<file path="src/rtl/hbridge_gate_seq.sv">
module hbridge_gate_seq #(
  parameter int DEAD_CYC = 20,
  parameter int SYNC_LEN = 2
) (
  input  logic clk,
  input  logic rst_n,
  input  logic pwm_a,
  input  logic pwm_b,
  input  logic en_hi,
  input  logic en_lo_n,
  input  logic force_off,
  input  logic force_brake,
  output logic gate_hi_a,
  output logic gate_lo_a,
  output logic gate_hi_b,
  output logic gate_lo_b
);
  localparam int CW = $clog2(DEAD_CYC + 1);
  localparam logic [1:0] L_OFF = 2'd0;
  localparam logic [1:0] L_HI  = 2'd1;
  localparam logic [1:0] L_LO  = 2'd2;
  localparam logic [CW-1:0] DEAD_LOAD = CW'(DEAD_CYC - 1);

  logic [SYNC_LEN-1:0] sy_pa, sy_pb, sy_en, sy_enn;

  always_ff @(posedge clk or negedge rst_n) begin
    if (!rst_n) begin
      sy_pa  <= '0;
      sy_pb  <= '0;
      sy_en  <= '0;
      sy_enn <= '1;
    end else begin
      sy_pa  <= {sy_pa[SYNC_LEN-2:0], pwm_a};
      sy_pb  <= {sy_pb[SYNC_LEN-2:0], pwm_b};
      sy_en  <= {sy_en[SYNC_LEN-2:0], en_hi};
      sy_enn <= {sy_enn[SYNC_LEN-2:0], en_lo_n};
    end
  end

  wire pa   = sy_pa[SYNC_LEN-1];
  wire pb   = sy_pb[SYNC_LEN-1];
  wire live = sy_en[SYNC_LEN-1] & ~sy_enn[SYNC_LEN-1];

  logic [1:0]    cur  [2];
  logic [1:0]    want [2];
  logic [1:0]    eff  [2];
  logic [CW-1:0] dcnt [2];

  always_comb begin
    if (force_off || !live) begin
      want[0] = L_OFF;
      want[1] = L_OFF;
    end else if (force_brake) begin
      want[0] = L_LO;
      want[1] = L_LO;
    end else begin
      unique case ({pa, pb})
        2'b10:   begin want[0] = L_HI;  want[1] = L_LO;  end
        2'b01:   begin want[0] = L_LO;  want[1] = L_HI;  end
        2'b11:   begin want[0] = L_LO;  want[1] = L_LO;  end
        default: begin want[0] = L_OFF; want[1] = L_OFF; end
      endcase
    end
    for (int i = 0; i < 2; i++) begin
      eff[i] = want[i];
      if (want[i] == L_HI && !(cur[1-i] == L_LO && want[1-i] == L_LO))
        eff[i] = (cur[i] == L_LO) ? L_LO : L_OFF;
    end
  end

  always_ff @(posedge clk or negedge rst_n) begin
    if (!rst_n) begin
      for (int i = 0; i < 2; i++) begin
        cur[i]  <= L_OFF;
        dcnt[i] <= '0;
      end
    end else begin
      for (int i = 0; i < 2; i++) begin
        if (eff[i] != cur[i] && cur[i] != L_OFF) begin
          cur[i]  <= L_OFF;
          dcnt[i] <= DEAD_LOAD;
        end else if (eff[i] != cur[i] && dcnt[i] == '0) begin
          cur[i] <= eff[i];
        end else if (dcnt[i] != '0) begin
          dcnt[i] <= dcnt[i] - 1'b1;
        end
      end
    end
  end

  assign gate_hi_a = (cur[0] == L_HI);
  assign gate_lo_a = (cur[0] == L_LO);
  assign gate_hi_b = (cur[1] == L_HI);
  assign gate_lo_b = (cur[1] == L_LO);


  leg_a_overlap_chk: assert property (@(posedge clk) disable iff (!rst_n)
    !(gate_hi_a && gate_lo_a));

  leg_b_overlap_chk: assert property (@(posedge clk) disable iff (!rst_n)
    !(gate_hi_b && gate_lo_b));

  leg_a_gap_chk: assert property (@(posedge clk) disable iff (!rst_n)
    $rose(gate_hi_a) |-> $past(!gate_lo_a));

  leg_b_gap_chk: assert property (@(posedge clk) disable iff (!rst_n)
    $rose(gate_lo_b) |-> $past(!gate_hi_b));

  hi_a_brake_chk: assert property (@(posedge clk) disable iff (!rst_n)
    $rose(gate_hi_a) |-> gate_lo_b);

  hi_b_brake_chk: assert property (@(posedge clk) disable iff (!rst_n)
    $rose(gate_hi_b) |-> gate_lo_a);

  force_off_chk: assert property (@(posedge clk) disable iff (!rst_n)
    force_off |=> !(gate_hi_a || gate_lo_a || gate_hi_b || gate_lo_b));
endmodule

</file>
<file path="config.mk">
export PLATFORM = sky130hd
export DESIGN_NAME = hbridge_gate_seq
export DESIGN_NICKNAME = d
export VERILOG_FILES = /design/src/rtl/hbridge_gate_seq.sv
export SDC_FILE = /design/constraint.sdc
export NUM_CORES = 1
export LEC_CHECK = 0
export CAP_MARGIN = 15
export CORE_MARGIN = 1
export CORE_UTILIZATION = 45
export DETAILED_ROUTE_END_ITERATION = 6
export DONT_BUFFER_PORTS = 1
export PLACE_DENSITY = 0.7
export SLEW_MARGIN = 15
export SYNTH_ARGS = -nofsm -noshare
export SYNTH_HDL_FRONTEND = slang
export SYNTH_SLANG_ARGS = --single-unit
</file>
<file path="constraint.sdc">
create_clock -name clk -period 2.2 [get_ports clk]
set_input_delay 0.11 -clock clk [delete_from_list [all_inputs] [get_ports clk]]
set_output_delay 0.11 -clock clk [all_outputs]
set_load 0.01 [all_outputs]
</file>
==> metrics <==
outcome finished clean; sequential element share of the synthesized area 50.28%; Mapped Cells 105; wire length per cell 14.11 microns; max-slew violations 0; Clock Latency Late Sink 300 ps; Routability Congestion 0.8402; Setup crit start kind flip-flop; WL met2 966 microns; Max FO, Critical Path 6; Core Rows 17; Overall Global Routing Usage 18.28%; asr flop ratio synth 100.0%; Yosys cell types 36; Tightest Pin Transition 933.9 ps; highest clock rate 496.9 MHz; Post-route DRC 0; Port-buffer cells 0; clk slew on worst S/H paths 110 ps; Tcrit/Tclk final 91.47%; ant diodes 0; initial antenna violation count 0; TritonCTS clock tree yes; YS warnings 0; main flop type after synthesis dfrtp_1; leak pwr 0.0005333 uW; Avg Inst Size Synth 10.47 sq um; worst hold path class in2reg; clk buf depth 2; CP required 2420 ps; register bit total from synthesis 22; RSZ-0062 raised after global routing no; max-cap violations 0; clock sinks 22; Setup Skew 4.955 ps; Worst path max stage delay 580 ps; worst-path cell chain inv_1, ha_1, or4b_1, or2_0, a22o_1, a211oi_2; vias 769; HPWL Detailed 1.469 mm; vias per cell 5.454; Crit. End Element flip-flop; Remaining Overflow, GRT 0; ratio of cells with drive above 1 in the final layout 9.735%; dpl ws 222.2 ps; Post-synth EDFFs 0; Final Critical Period 2012 ps; antenna-violating nets left 0; total routed wirelength 1.989 mm; commonest cells after routing, fill and taps aside dfrtp_1, nor2_1, nand2_1; 1st-iter DRT viols 11; setup_tns 0 ps; post-route setup slack 187.6 ps; Clock Tree Root clkbuf_4; Die ar. 2646 sq um; Post-CTS Setup Repair Bufs 0; Setup violations, final 0; post-synthesis cell area 1100 sq um; maximum VDD drop 618.2 uV; Setup Crit Path Kind reg2reg; htree depth 1; Area Overhead vs Synth 12.29%; DR WL met3 39 microns; # IOs 12; Final Net Count 126; Slew headroom 37.53%; worst path arrival time 2240 ps; first-pass GRT wire length 3.422 mm; Final Hold Fails 0; Net Count, Synth 117; Die X 51.44 microns; pin count of the biggest net entering global routing 23; Top Layer Used met4; core area 2255 sq um; Initial DRT Pass Iterations 4; Util after Layout 54.77%; power per cell area 1070 nW/um^2; commonest non-fill, non-tap cell in the layout dfrtp_1; WL met1 958 microns; vias in the first global route 808; Die Ht 51.44 microns; Num CTS Buffers 3; Hold Slack 71.50 ps; Slowest-stage cell, CP or4b_1; initial core utilization 48.78%
## where the power goes
group / leakage (uW) / switching, uW / total, uW / internal (uW)
logic: 0.000240 / 206 / 407 / 201
clock network: 0.0000279 / 116 / 300 / 184
registers: 0.000266 / 100 / 615 / 515
total: 0.000533 / 422 / 1320 / 900
## worst max-delay path, delay by kind of cell (launching register included)
kind	cells	cell delay [ps]
simple gates	2	860
flops	1	420
compound gates	2	390
fa+ha+maj	1	180
buf+inv	1	90
## per-stage QoR
step | total power, uW | std cells | cell area (sq um)
2_1_floorplan | 920.3 | 105 | 1100
3_3_place_gp | 977.8 | 131 | 1122
3_5_place_dp | 1018 | 131 | 1122
4_1_cts | 1338 | 141 | 1235
5_1_grt | 1416 | 141 | 1235
6_report | 1322 | 141 | 1235
## repair_timing
action | in CTS | in global routing
hold buffers | 6 | 0
resized for setup | 0 | 0
endpoints found under the hold margin | 28 | 0
endpoints found under the setup margin | 0 | 0
## layout make-up
class                   instances  area (sq um)
clock buffers                   3         22.52
clock inverters                 1         30.03
fillers                       198          1020
inverters                       6         22.52
multi-input cells              75         511.7
flip-flops and latches         22         553.0
well taps                      28         35.03
repair buffers                  6         60.06
## final timing paths
| check | startpoint | cells past startpoint | to | slack, ps |
|---|---|---|---|---|
| worst max-delay path | dcnt[5]$_DFFE_PN0P_ | 6 | cur[3]$_DFFE_PN0P_ | 190 |
| worst min register to register | sy_pb[0]$_DFF_PN0_ | 0 | sy_pb[1]$_DFF_PN0_ | 360 |
| min in group asynchronous | rst_n | 1 | sy_en[0]$_DFF_PN0_ | 380 |
| worst min-delay path | force_off | 2 | cur[2]$_DFFE_PN0P_ | 70 |
| max in group asynchronous | rst_n | 1 | dcnt[2]$_DFFE_PN0P_ | 1250 |
| worst max register to register | dcnt[5]$_DFFE_PN0P_ | 6 | cur[3]$_DFFE_PN0P_ | 190 |
## cells by family after synthesis
group,after synthesis,share of synthesized area (%)
xor gates and xnor gates,7,5.575
AOI/OAI and AO/OA,24,14.68
DFF,22,50.28
and+or+nand+nor,40,21.73
adders and majority gates,4,4.551
buffers and inverters,8,3.185
## layer usage
metal | vias up | GRT usage [%]
met4 | 0 | 9.009
met5 | - | 0
met1 | 374 | 20.62
met3 | 2 | 5.357
li1 | 385 | -
met2 | 8 | 31.17
## Yosys cell counts, types with 2 or more instances
| cell | instances | area (sq um) |
|---|---|---|
| a21oi_1 | 6 | 30.03 |
| a221o_1 | 2 | 20.02 |
| and4_1 | 2 | 17.52 |
| dfrtp_1 | 20 | 500.5 |
| dfstp_2 | 2 | 52.55 |
| ha_1 | 4 | 50.05 |
| inv_1 | 6 | 22.52 |
| nand2_1 | 7 | 26.28 |
| nand2b_1 | 2 | 12.51 |
| nor2_1 | 7 | 26.28 |
| nor2b_1 | 5 | 31.28 |
| nor3_1 | 4 | 20.02 |
| nor3b_1 | 2 | 15.01 |
| o21a_1 | 2 | 15.01 |
| o21ai_0 | 5 | 25.02 |
| o21ai_1 | 2 | 10.01 |
| o22ai_1 | 2 | 12.51 |
| or2_2 | 2 | 12.51 |
| xnor2_1 | 5 | 43.79 |
| xor2_1 | 2 | 17.52 |
## sequential cells by signal, summed over array words and instances (netlist names)
name and count:
sy_pb 2, sy_en 2, cur 4, dcnt 10
sy_enn 2, sy_pa 2
Power figures use the tool's default switching activity.
